--- src/rtl/dma_pkg.sv ---
package dma_pkg;

    typedef enum logic [2:0] {
        SEL_SRC  = 3'd0,
        SEL_DST  = 3'd1,
        SEL_CNT  = 3'd2,
        SEL_CTRL = 3'd3,
        SEL_OPR  = 3'd4
    } reg_sel_e;

    localparam int CTRL_DE  = 0;
    localparam int CTRL_TE  = 1;
    localparam int CTRL_IE  = 2;
    localparam int OPR_ME   = 0;
    localparam int OPR_EXT  = 1;

    typedef struct packed {
        logic ie;
        logic te;
        logic de;
    } ctrl_t;

    typedef enum logic [1:0] {
        XS_IDLE,
        XS_READ,
        XS_WRITE,
        XS_FIN
    } xs_e;

    function automatic logic mode_bad(input logic me, input logic ext, input logic de);
        return me & ~ext & de;
    endfunction

endpackage

--- src/rtl/dma_chan_regs.sv ---
module dma_chan_regs
    import dma_pkg::*;
#(
    parameter int NCH = 4,
    parameter int AW  = 32,
    parameter int DW  = 32,
    parameter int CW  = 24,
    parameter int CHW = 2
) (
    input  logic                     clk,
    input  logic                     rst,
    input  logic                     wr_en,
    input  logic [CHW-1:0]           wr_ch,
    input  logic [2:0]               wr_sel,
    input  logic [DW-1:0]            wr_data,
    input  logic                     wb_en,
    input  logic [CHW-1:0]           wb_ch,
    input  logic [AW-1:0]            wb_src,
    input  logic [AW-1:0]            wb_dst,
    input  logic [CHW-1:0]           rd_ch,
    input  logic [2:0]               rd_sel,
    output logic [DW-1:0]            rd_data,
    output logic [NCH-1:0][AW-1:0]   src_q,
    output logic [NCH-1:0][AW-1:0]   dst_q,
    output logic [NCH-1:0][CW-1:0]   cnt_q,
    output logic [NCH-1:0]           de_vec,
    output logic [NCH-1:0]           ie_vec,
    output logic                     opr_me,
    output logic                     opr_ext
);

    ctrl_t [NCH-1:0] ctrl_q;

    for (genvar g = 0; g < NCH; g++) begin : g_chan
        always_ff @(posedge clk) begin
            if (rst) begin
                src_q[g]  <= '0;
                dst_q[g]  <= '0;
                cnt_q[g]  <= '0;
                ctrl_q[g] <= '0;
            end else if (wb_en && wb_ch == CHW'(g)) begin
                src_q[g]     <= wb_src;
                dst_q[g]     <= wb_dst;
                cnt_q[g]     <= '0;
                ctrl_q[g].te <= 1'b1;
            end else if (wr_en && wr_ch == CHW'(g)) begin
                case (reg_sel_e'(wr_sel))
                    SEL_SRC:  src_q[g] <= AW'(wr_data);
                    SEL_DST:  dst_q[g] <= AW'(wr_data);
                    SEL_CNT:  cnt_q[g] <= CW'(wr_data);
                    SEL_CTRL: begin
                        ctrl_q[g].de <= wr_data[CTRL_DE];
                        ctrl_q[g].te <= wr_data[CTRL_TE];
                        ctrl_q[g].ie <= wr_data[CTRL_IE];
                    end
                    default: ;
                endcase
            end
        end
        assign de_vec[g] = ctrl_q[g].de;
        assign ie_vec[g] = ctrl_q[g].ie;
    end

    always_ff @(posedge clk) begin
        if (rst) begin
            opr_me  <= 1'b0;
            opr_ext <= 1'b0;
        end else if (wr_en && wr_sel == SEL_OPR) begin
            opr_me  <= wr_data[OPR_ME];
            opr_ext <= wr_data[OPR_EXT];
        end
    end

    always_comb begin
        rd_data = '0;
        case (reg_sel_e'(rd_sel))
            SEL_SRC:  rd_data = DW'(src_q[rd_ch]);
            SEL_DST:  rd_data = DW'(dst_q[rd_ch]);
            SEL_CNT:  rd_data = DW'(cnt_q[rd_ch]);
            SEL_CTRL: begin
                rd_data[CTRL_DE] = ctrl_q[rd_ch].de;
                rd_data[CTRL_TE] = ctrl_q[rd_ch].te;
                rd_data[CTRL_IE] = ctrl_q[rd_ch].ie;
            end
            SEL_OPR: begin
                rd_data[OPR_ME]  = opr_me;
                rd_data[OPR_EXT] = opr_ext;
            end
            default: rd_data = '0;
        endcase
    end

    AST_WB_SETS_TE: assert property (@(posedge clk) disable iff (rst)
        wb_en |=> ctrl_q[$past(wb_ch)].te);
    AST_WB_CLEARS_CNT: assert property (@(posedge clk) disable iff (rst)
        wb_en |=> cnt_q[$past(wb_ch)] == '0);

endmodule

--- src/rtl/dma_mode_chk.sv ---
module dma_mode_chk
    import dma_pkg::*;
#(
    parameter int NCH = 4
) (
    input  logic           clk,
    input  logic           rst,
    input  logic           wr_en,
    input  logic [2:0]     wr_sel,
    input  logic [2:0]     wr_bits,
    input  logic [NCH-1:0] de_vec,
    input  logic           opr_me,
    input  logic           opr_ext,
    output logic           mode_err
);

    logic bad;

    always_comb begin
        bad = 1'b0;
        if (wr_en) begin
            if (wr_sel == SEL_CTRL)
                bad = mode_bad(opr_me, opr_ext, wr_bits[CTRL_DE]);
            else if (wr_sel == SEL_OPR)
                bad = mode_bad(wr_bits[OPR_ME], wr_bits[OPR_EXT], |de_vec);
        end
    end

    always_ff @(posedge clk) begin
        if (rst) mode_err <= 1'b0;
        else     mode_err <= bad;
    end

    AST_ERR_AFTER_WRITE: assert property (@(posedge clk) disable iff (rst)
        mode_err |-> $past(wr_en));

endmodule

--- src/rtl/dma_xfer.sv ---
module dma_xfer
    import dma_pkg::*;
#(
    parameter int NCH = 4,
    parameter int AW  = 32,
    parameter int DW  = 32,
    parameter int CW  = 24,
    parameter int SZW = 16,
    parameter int CHW = 2
) (
    input  logic           clk,
    input  logic           rst,
    input  logic           req_valid,
    input  logic [CHW-1:0] req_ch,
    input  logic           req_rw,
    input  logic           req_single,
    input  logic [AW-1:0]  req_addr,
    input  logic [SZW-1:0] req_size,
    input  logic [AW-1:0]  ch_src,
    input  logic [AW-1:0]  ch_dst,
    input  logic [CW-1:0]  ch_cnt,
    input  logic [NCH-1:0] ie_vec,
    output logic           busy,
    output logic           done,
    output logic [NCH-1:0] irq,
    output logic           wb_en,
    output logic [CHW-1:0] wb_ch,
    output logic [AW-1:0]  wb_src,
    output logic [AW-1:0]  wb_dst,
    output logic           mem_req,
    output logic           mem_we,
    output logic [AW-1:0]  mem_addr,
    output logic [DW-1:0]  mem_wdata,
    input  logic [DW-1:0]  mem_rdata,
    input  logic           mem_ack,
    input  logic [DW-1:0]  dp_wdata,
    output logic           dp_pop,
    output logic [DW-1:0]  dp_rdata,
    output logic           dp_push
);

    localparam int LW = (CW + 3 > SZW) ? CW + 3 : SZW;

    xs_e            st;
    logic [CHW-1:0] ch_q;
    logic           single_q;
    logic [AW-1:0]  src_q;
    logic [AW-1:0]  dst_q;
    logic [LW-1:0]  left_q;
    logic [DW-1:0]  buf_q;

    logic [AW-1:0]  start_src;
    logic [AW-1:0]  start_dst;
    logic [LW-1:0]  start_left;

    always_comb begin
        if (req_single) begin
            start_src  = req_addr;
            start_dst  = req_addr;
            start_left = LW'(req_size >> 2);
        end else begin
            start_src  = req_rw ? ch_src : req_addr;
            start_dst  = req_rw ? req_addr : ch_dst;
            start_left = LW'({ch_cnt, 3'b000});
        end
    end

    always_ff @(posedge clk) begin
        if (rst) begin
            st       <= XS_IDLE;
            ch_q     <= '0;
            single_q <= 1'b0;
            src_q    <= '0;
            dst_q    <= '0;
            left_q   <= '0;
            buf_q    <= '0;
        end else begin
            case (st)
                XS_IDLE: begin
                    if (req_valid) begin
                        ch_q     <= req_ch;
                        single_q <= req_single;
                        src_q    <= start_src;
                        dst_q    <= start_dst;
                        left_q   <= start_left;
                        if (start_left == '0)
                            st <= XS_FIN;
                        else if (req_single && req_rw)
                            st <= XS_WRITE;
                        else
                            st <= XS_READ;
                    end
                end
                XS_READ: begin
                    if (mem_ack) begin
                        buf_q <= mem_rdata;
                        src_q <= src_q + AW'(4);
                        if (single_q) begin
                            left_q <= left_q - LW'(1);
                            if (left_q == LW'(1)) st <= XS_FIN;
                        end else begin
                            st <= XS_WRITE;
                        end
                    end
                end
                XS_WRITE: begin
                    if (mem_ack) begin
                        dst_q  <= dst_q + AW'(4);
                        left_q <= left_q - LW'(1);
                        if (left_q == LW'(1))
                            st <= XS_FIN;
                        else if (!single_q)
                            st <= XS_READ;
                    end
                end
                XS_FIN:  st <= XS_IDLE;
                default: st <= XS_IDLE;
            endcase
        end
    end

    assign busy      = (st != XS_IDLE);
    assign done      = (st == XS_FIN);
    assign mem_req   = (st == XS_READ) || (st == XS_WRITE);
    assign mem_we    = (st == XS_WRITE);
    assign mem_addr  = (st == XS_WRITE) ? dst_q : src_q;
    assign mem_wdata = single_q ? dp_wdata : buf_q;
    assign dp_pop    = (st == XS_WRITE) && single_q && mem_ack;
    assign dp_push   = (st == XS_READ) && single_q && mem_ack;
    assign dp_rdata  = mem_rdata;
    assign wb_en     = done && !single_q;
    assign wb_ch     = ch_q;
    assign wb_src    = src_q;
    assign wb_dst    = dst_q;

    always_comb begin
        irq = '0;
        if (done && !single_q && ie_vec[ch_q]) irq[ch_q] = 1'b1;
    end

    AST_REQ_HELD: assert property (@(posedge clk) disable iff (rst)
        mem_req && !mem_ack |=> mem_req && $stable(mem_addr));
    AST_IRQ_ONEHOT: assert property (@(posedge clk) disable iff (rst)
        $onehot0(irq));
    AST_DONE_FREES: assert property (@(posedge clk) disable iff (rst)
        done |=> !busy);
    AST_BUSY_IGNORES: assert property (@(posedge clk) disable iff (rst)
        busy && !done && req_valid |=> $stable(ch_q) && $stable(single_q));
    AST_PUSH_ON_READ: assert property (@(posedge clk) disable iff (rst)
        dp_push |-> !mem_we);

endmodule

--- src/rtl/dma_engine.sv ---
module dma_engine
    import dma_pkg::*;
#(
    parameter int NCH = 4,
    parameter int AW  = 32,
    parameter int DW  = 32,
    parameter int CW  = 24,
    parameter int SZW = 16,
    localparam int CHW = $clog2(NCH)
) (
    input  logic           clk,
    input  logic           rst,
    input  logic           cfg_we,
    input  logic [CHW-1:0] cfg_ch,
    input  logic [2:0]     cfg_sel,
    input  logic [DW-1:0]  cfg_wdata,
    output logic [DW-1:0]  cfg_rdata,
    input  logic           req_valid,
    input  logic [CHW-1:0] req_ch,
    input  logic           req_rw,
    input  logic           req_single,
    input  logic [AW-1:0]  req_addr,
    input  logic [SZW-1:0] req_size,
    output logic           busy,
    output logic           done,
    output logic [NCH-1:0] irq,
    output logic           mode_err,
    output logic           mem_req,
    output logic           mem_we,
    output logic [AW-1:0]  mem_addr,
    output logic [DW-1:0]  mem_wdata,
    input  logic [DW-1:0]  mem_rdata,
    input  logic           mem_ack,
    input  logic [DW-1:0]  dp_wdata,
    output logic           dp_pop,
    output logic [DW-1:0]  dp_rdata,
    output logic           dp_push
);

    logic [NCH-1:0][AW-1:0] src_q;
    logic [NCH-1:0][AW-1:0] dst_q;
    logic [NCH-1:0][CW-1:0] cnt_q;
    logic [NCH-1:0]         de_vec;
    logic [NCH-1:0]         ie_vec;
    logic                   opr_me;
    logic                   opr_ext;
    logic                   wb_en;
    logic [CHW-1:0]         wb_ch;
    logic [AW-1:0]          wb_src;
    logic [AW-1:0]          wb_dst;

    dma_chan_regs #(.NCH(NCH), .AW(AW), .DW(DW), .CW(CW), .CHW(CHW)) u_regs (
        .clk(clk), .rst(rst),
        .wr_en(cfg_we), .wr_ch(cfg_ch), .wr_sel(cfg_sel), .wr_data(cfg_wdata),
        .wb_en(wb_en), .wb_ch(wb_ch), .wb_src(wb_src), .wb_dst(wb_dst),
        .rd_ch(cfg_ch), .rd_sel(cfg_sel), .rd_data(cfg_rdata),
        .src_q(src_q), .dst_q(dst_q), .cnt_q(cnt_q),
        .de_vec(de_vec), .ie_vec(ie_vec),
        .opr_me(opr_me), .opr_ext(opr_ext)
    );

    dma_mode_chk #(.NCH(NCH)) u_chk (
        .clk(clk), .rst(rst),
        .wr_en(cfg_we), .wr_sel(cfg_sel), .wr_bits(cfg_wdata[2:0]),
        .de_vec(de_vec), .opr_me(opr_me), .opr_ext(opr_ext),
        .mode_err(mode_err)
    );

    dma_xfer #(.NCH(NCH), .AW(AW), .DW(DW), .CW(CW), .SZW(SZW), .CHW(CHW)) u_xfer (
        .clk(clk), .rst(rst),
        .req_valid(req_valid), .req_ch(req_ch), .req_rw(req_rw),
        .req_single(req_single), .req_addr(req_addr), .req_size(req_size),
        .ch_src(src_q[req_ch]), .ch_dst(dst_q[req_ch]), .ch_cnt(cnt_q[req_ch]),
        .ie_vec(ie_vec),
        .busy(busy), .done(done), .irq(irq),
        .wb_en(wb_en), .wb_ch(wb_ch), .wb_src(wb_src), .wb_dst(wb_dst),
        .mem_req(mem_req), .mem_we(mem_we), .mem_addr(mem_addr),
        .mem_wdata(mem_wdata), .mem_rdata(mem_rdata), .mem_ack(mem_ack),
        .dp_wdata(dp_wdata), .dp_pop(dp_pop), .dp_rdata(dp_rdata), .dp_push(dp_push)
    );

    AST_IRQ_ONLY_AT_DONE: assert property (@(posedge clk) disable iff (rst)
        (|irq) |-> done && busy);

endmodule

--- config.mk ---
export PLATFORM = sky130hd
export DESIGN_NAME = dma_engine
export DESIGN_NICKNAME = d
export VERILOG_FILES = /design/src/rtl/dma_pkg.sv /design/src/rtl/dma_chan_regs.sv /design/src/rtl/dma_mode_chk.sv /design/src/rtl/dma_xfer.sv /design/src/rtl/dma_engine.sv
export SDC_FILE = /design/constraint.sdc
export NUM_CORES = 2
export LEC_CHECK = 0
export ABC_AREA = 1
export BUFFER_PORTS_ARGS = -buffer_cell sky130_fd_sc_hd__buf_2
export CORE_MARGIN = 3
export CORE_UTILIZATION = 35
export CTS_CLUSTER_SIZE = 24
export DETAILED_ROUTE_END_ITERATION = 10
export SYNTH_ARGS = -nofsm -noshare
export SYNTH_HDL_FRONTEND = slang
export SYNTH_SLANG_ARGS = --single-unit
--- constraint.sdc ---
create_clock -name clk -period 4.5 [get_ports clk]
set_input_delay 0 -clock clk [delete_from_list [all_inputs] [get_ports clk]]
set_output_delay 0 -clock clk [all_outputs]
set_load 0.05 [all_outputs]
==> impl_results.html <==
<table>
<tr><th>Metric</th><th>Value</th></tr>
<tr><th colspan="2">STA</th></tr>
<tr><td>Hold violation total from the final report</td><td>0</td></tr>
<tr><td>Worst slew slack as a fraction of its limit</td><td>0.110</td></tr>
<tr><td>Max-slew violation count</td><td>0</td></tr>
<tr><td>Setup repair after global routing missed its margin</td><td>false</td></tr>
<tr><td>Setup TNS</td><td>0 ps</td></tr>
<tr><td>Worst Skew</td><td>36.2 ps</td></tr>
<tr><td>Worst Tran Pin Value</td><td>1330 ps</td></tr>
<tr><td>Total of endpoints with negative setup slack in the final report</td><td>0</td></tr>
<tr><td>F_max</td><td>260 MHz</td></tr>
<tr><td>Period utilisation layout</td><td>0.856</td></tr>
<tr><td>Final WS setup</td><td>648 ps</td></tr>
<tr><td>Shortest clock period the worst path allows after layout</td><td>3850 ps</td></tr>
<tr><th colspan="2">Clocking</th></tr>
<tr><td>Clock transition at the register clock pins on the worst setup and hold paths after CTS</td><td>70 ps</td></tr>
<tr><td>Number of buffers inserted during clock tree synthesis</td><td>57</td></tr>
<tr><td>Number of buffers on the longest clock path</td><td>3</td></tr>
<tr><td>Clock tree from TritonCTS</td><td>yes</td></tr>
<tr><td>Clock tree sinks</td><td>495</td></tr>
<tr><td>Clock insertion delay at the later pin of the skew report</td><td>650 ps</td></tr>
<tr><td>Clock Root Buffer</td><td>sky130_fd_sc_hd__clkbuf_16</td></tr>
<tr><td>H-tree levels</td><td>2</td></tr>
<tr><th colspan="2">Floorplanning</th></tr>
<tr><td>Top-level port count</td><td>297</td></tr>
<tr><td>Die width</td><td>294 microns</td></tr>
<tr><td>Core area</td><td>81300 sq um</td></tr>
<tr><td>Row cnt</td><td>104</td></tr>
<tr><td>Total die area</td><td>86400 sq um</td></tr>
<tr><td>Starting density of the core</td><td>0.357</td></tr>
<tr><td>Die extent in y</td><td>294 microns</td></tr>
<tr><th colspan="2">Route</th></tr>
<tr><td>Detail Route Antenna Nets</td><td>0</td></tr>
<tr><td>Pre-antenna DRT Iters</td><td>7</td></tr>
<tr><td>Number of vias after detailed routing</td><td>33400</td></tr>
<tr><td>Final routed wire length divided by cell count</td><td>23.3 microns</td></tr>
<tr><td>Residual DRC count</td><td>0</td></tr>
<tr><td>Starting DRC count in detailed routing</td><td>4542</td></tr>
<tr><td>Via density</td><td>5.81</td></tr>
<tr><td>Detailed Route WL</td><td>134000 microns</td></tr>
<tr><th colspan="2">Yosys</th></tr>
<tr><td>Cell type with the highest aggregate area in the netlist</td><td>sky130_fd_sc_hd__dfxtp_1</td></tr>
<tr><td>Number of different library cells in the post-synthesis netlist</td><td>59</td></tr>
<tr><td>Predominant post-synthesis flop cell</td><td>sky130_fd_sc_hd__dfxtp_1</td></tr>
<tr><td>Mapped cell area</td><td>29000 sq um</td></tr>
<tr><td>Yosys warnings</td><td>0</td></tr>
<tr><td>Number of nets produced by synthesis</td><td>4653</td></tr>
<tr><td>Post-synth top area share</td><td>0.341</td></tr>
<tr><td>Main area contributors after synthesis</td><td>sky130_fd_sc_hd__dfxtp_1, sky130_fd_sc_hd__nor2_1, sky130_fd_sc_hd__o21ai_0</td></tr>
<tr><td>Number of flops mapped to enable cells by yosys</td><td>0</td></tr>
<tr><td>Register area share after synthesis</td><td>0.341</td></tr>
<tr><td>Async set-reset flop share out of synthesis</td><td>0</td></tr>
<tr><td>Mean Syn Cell Area</td><td>6.47 sq um</td></tr>
<tr><td>Count of mapped cells out of synthesis</td><td>4486</td></tr>
<tr><td>Flop and latch count out of synthesis</td><td>495</td></tr>
<tr><th colspan="2">Placement</th></tr>
<tr><td>Global placer's final weighted congestion</td><td>0.936</td></tr>
<tr><td>Worst-case setup slack after placement</td><td>828 ps</td></tr>
<tr><td>Post-DP HPWL</td><td>82100 microns</td></tr>
<tr><td>Number of buffers inserted by port buffering</td><td>294</td></tr>
<tr><th colspan="2">Pwr</th></tr>
<tr><td>Combinational power share</td><td>0.393</td></tr>
<tr><td>Clk pwr share</td><td>0.291</td></tr>
<tr><td>Switching share of power</td><td>0.446</td></tr>
<tr><td>Largest voltage drop on the vdd net</td><td>0.424 mV</td></tr>
<tr><td>Pint</td><td>9.48 mW</td></tr>
<tr><td>Sequential share of power</td><td>0.315</td></tr>
<tr><td>Leakage power of the design</td><td>12.5 nW</td></tr>
<tr><td>Power dissipated by switching net loads</td><td>7.65 mW</td></tr>
<tr><td>Power density normalized to cell area</td><td>506 nW/um^2</td></tr>
<tr><th colspan="2">Cells and area</th></tr>
<tr><td>Leading cell types in the layout, fill and taps excluded</td><td>sky130_fd_sc_hd__nor2_1, sky130_fd_sc_hd__nand2_1, sky130_fd_sc_hd__o21ai_0</td></tr>
<tr><td>Layout overhead on the synthesized area</td><td>16.6%</td></tr>
<tr><td>Share of final-layout standard cells stronger than drive strength 1</td><td>0.116</td></tr>
<tr><td># nets final</td><td>4811</td></tr>
<tr><td>Most common library cell in the layout ignoring fill and taps</td><td>sky130_fd_sc_hd__nor2_1</td></tr>
<tr><td>Layout filler cell count</td><td>8629</td></tr>
<tr><th colspan="2">Setup path</th></tr>
<tr><td>Beginning of the critical path</td><td>u_xfer.single_q</td></tr>
<tr><td>Critical Path Source Type</td><td>register</td></tr>
<tr><td>RR Endpoint</td><td>u_regs.cnt_q[30]</td></tr>
<tr><td>Worst path required time</td><td>5020 ps</td></tr>
<tr><td>Worst reg2reg path startpoint</td><td>u_xfer.single_q</td></tr>
<tr><td>Reg2Reg Depth</td><td>8</td></tr>
<tr><td>Critical setup path kind</td><td>register to register</td></tr>
<tr><td>Crit path max fanout</td><td>69</td></tr>
<tr><td>Setup slack of the most critical reg-to-reg path</td><td>650 ps</td></tr>
<tr><td>CP endpoint kind</td><td>register</td></tr>
<tr><td>Capture point of the critical path</td><td>u_regs.cnt_q[30]</td></tr>
<tr><td>Data arrival time of the critical path</td><td>4370 ps</td></tr>
<tr><th colspan="2">Outcome</th></tr>
<tr><td>Result of the run</td><td>completed</td></tr>
<tr><th colspan="2">Min path</th></tr>
<tr><td>Tightest Hold Check Type</td><td>input port to register</td></tr>
<tr><th colspan="2">Global route</th></tr>
<tr><td>Vias in the first global route</td><td>30300</td></tr>
<tr><td>Overflow left after global routing</td><td>0</td></tr>
<tr><td>Initial antenna violation count</td><td>6</td></tr>
<tr><td>Wire length of the first global-routing pass</td><td>195000 microns</td></tr>
<tr><td>Largest net degree at the start of global routing</td><td>170</td></tr>
<tr><td>Global router's overall resource usage</td><td>0.296</td></tr>
<tr><th colspan="2">Flow run</th></tr>
<tr><td>Number of maximum-capacitance constraint violations</td><td>0</td></tr>
</table>
==> layout make-up <==
cell class,count,area [sq um],share of cell area
repair buffers,463,3120,0.0920
clock inverters,23,283,0.00835
multi-input cells,3334,16400,0.485
flip-flops and latches,495,9910,0.293
diodes,3,7.51,0.000222
inverters,293,1110,0.0327
clock buffers,81,1680,0.0495
well taps,1060,1330,0.0392
==> synthesized netlist by cell type (20+ instances only) <==
cell type / instances
sky130_fd_sc_hd__a211oi_1: 101
sky130_fd_sc_hd__a31oi_1: 33
sky130_fd_sc_hd__o21ai_0: 595
sky130_fd_sc_hd__nand2_1: 724
sky130_fd_sc_hd__a21oi_1: 423
sky130_fd_sc_hd__o22ai_1: 48
sky130_fd_sc_hd__o21ai_1: 38
sky130_fd_sc_hd__buf_2: 111
sky130_fd_sc_hd__o211ai_1: 47
sky130_fd_sc_hd__inv_1: 255
sky130_fd_sc_hd__nor2_1: 830
sky130_fd_sc_hd__a22oi_1: 123
sky130_fd_sc_hd__clkbuf_1: 185
sky130_fd_sc_hd__buf_4: 44
sky130_fd_sc_hd__o221ai_1: 44
sky130_fd_sc_hd__xor2_1: 20
sky130_fd_sc_hd__dfxtp_1: 495
sky130_fd_sc_hd__nor3_1: 26
sky130_fd_sc_hd__inv_2: 31
sky130_fd_sc_hd__nand3_1: 119
==> metrics by stage <==
step                cells   util  hold WS (ps)  power (mW)  area, sq um
floorplan            4486      -           164        9.97        29000
global placement     5527  0.378           272        11.9        30700
detailed placement   5527  0.378           281        12.0        30700
CTS                  5749  0.416          14.9        17.0        33900
global route         5749  0.416          79.4        17.9        33900
finish               5752  0.416          56.4        17.1        33900
==> power groups by stage <==
| stage | registers (mW) | clock network, mW | logic [mW] |
|---|---|---|---|
| after global routing | 5.46 | 5.18 | 7.27 |
| after detailed placement | 5.47 | 0 | 6.50 |
| after global placement | 5.46 | 0 | 6.48 |
| after floorplan | 5.33 | 0 | 4.64 |
| after CTS | 5.37 | 5.02 | 6.61 |
| final | 5.40 | 4.99 | 6.74 |
==> worst max-delay path, cell delays in order (launching register included) <==
cell and delay (ps):
sky130_fd_sc_hd__dfxtp_1 320, sky130_fd_sc_hd__buf_4 380, sky130_fd_sc_hd__inv_4 290, sky130_fd_sc_hd__nand2_4 190, sky130_fd_sc_hd__inv_2 60, sky130_fd_sc_hd__nand2_2 70, sky130_fd_sc_hd__buf_4 770, sky130_fd_sc_hd__nand2_1 1090
sky130_fd_sc_hd__a211oi_1 530
==> worst min path at each step <==
stage | startpoint | endpoint | slack (ps) | cells after the start
2_1_floorplan | cfg_wdata[2] | u_regs.ie_vec[3] | 160 | 2
3_3_place_gp | mem_rdata[3] | u_xfer.buf_q[3] | 270 | 3
3_5_place_dp | mem_rdata[1] | u_xfer.buf_q[1] | 280 | 3
4_1_cts | cfg_wdata[16] | u_regs.cnt_q[16] | 10 | 3
5_1_grt | cfg_wdata[22] | u_regs.cnt_q[70] | 80 | 3
6_report | cfg_wdata[16] | u_regs.cnt_q[40] | 60 | 3
==> cells by family (layout without fill, tap and decap cells) <==
logic type | count (synthesis) | count (layout) | synth area share
DFF | 495 | 495 | 0.341
xor gates and xnor gates | 22 | 22 | 0.00664
adders and majority gates | 9 | 9 | 0.00388
AOI/OAI and AO/OA | 1506 | 1506 | 0.299
and+or+nand+nor | 1797 | 1797 | 0.253
buffers and inverters | 657 | 860 | 0.0966
other | 0 | 3 | 0
==> flip-flops by register name (all words and copies together), names as in the netlist, 2 cells and up <==
signal	cells
u_regs.de_vec	4
u_regs.src_q	128
u_xfer.wb_dst	32
u_regs.cnt_q	96
u_regs.dst_q	128
u_xfer.left_q	27
u_xfer.st	2
u_regs.ie_vec	4
u_xfer.buf_q	32
u_xfer.wb_ch	2
u_xfer.wb_src	32
u_regs.ctrl_q	4
==> repair_timing <==
item	CTS	global route
buffers inserted	0	0
hold endpoints to repair	331	0
hold buffers	118	0
gates resized for setup	0	0
setup endpoints to repair	0	0
==> per-layer routing <==
layer,vias to the layer above,GRT usage,part of all wire
met5,-,0,0.00016
met1,15400,0.401,0.41
met2,2046,0.447,0.43
met4,4,0.109,0.038
met3,367,0.0842,0.13
li1,15600,-,-
Note: power is estimated with default switching activity, not from simulation.
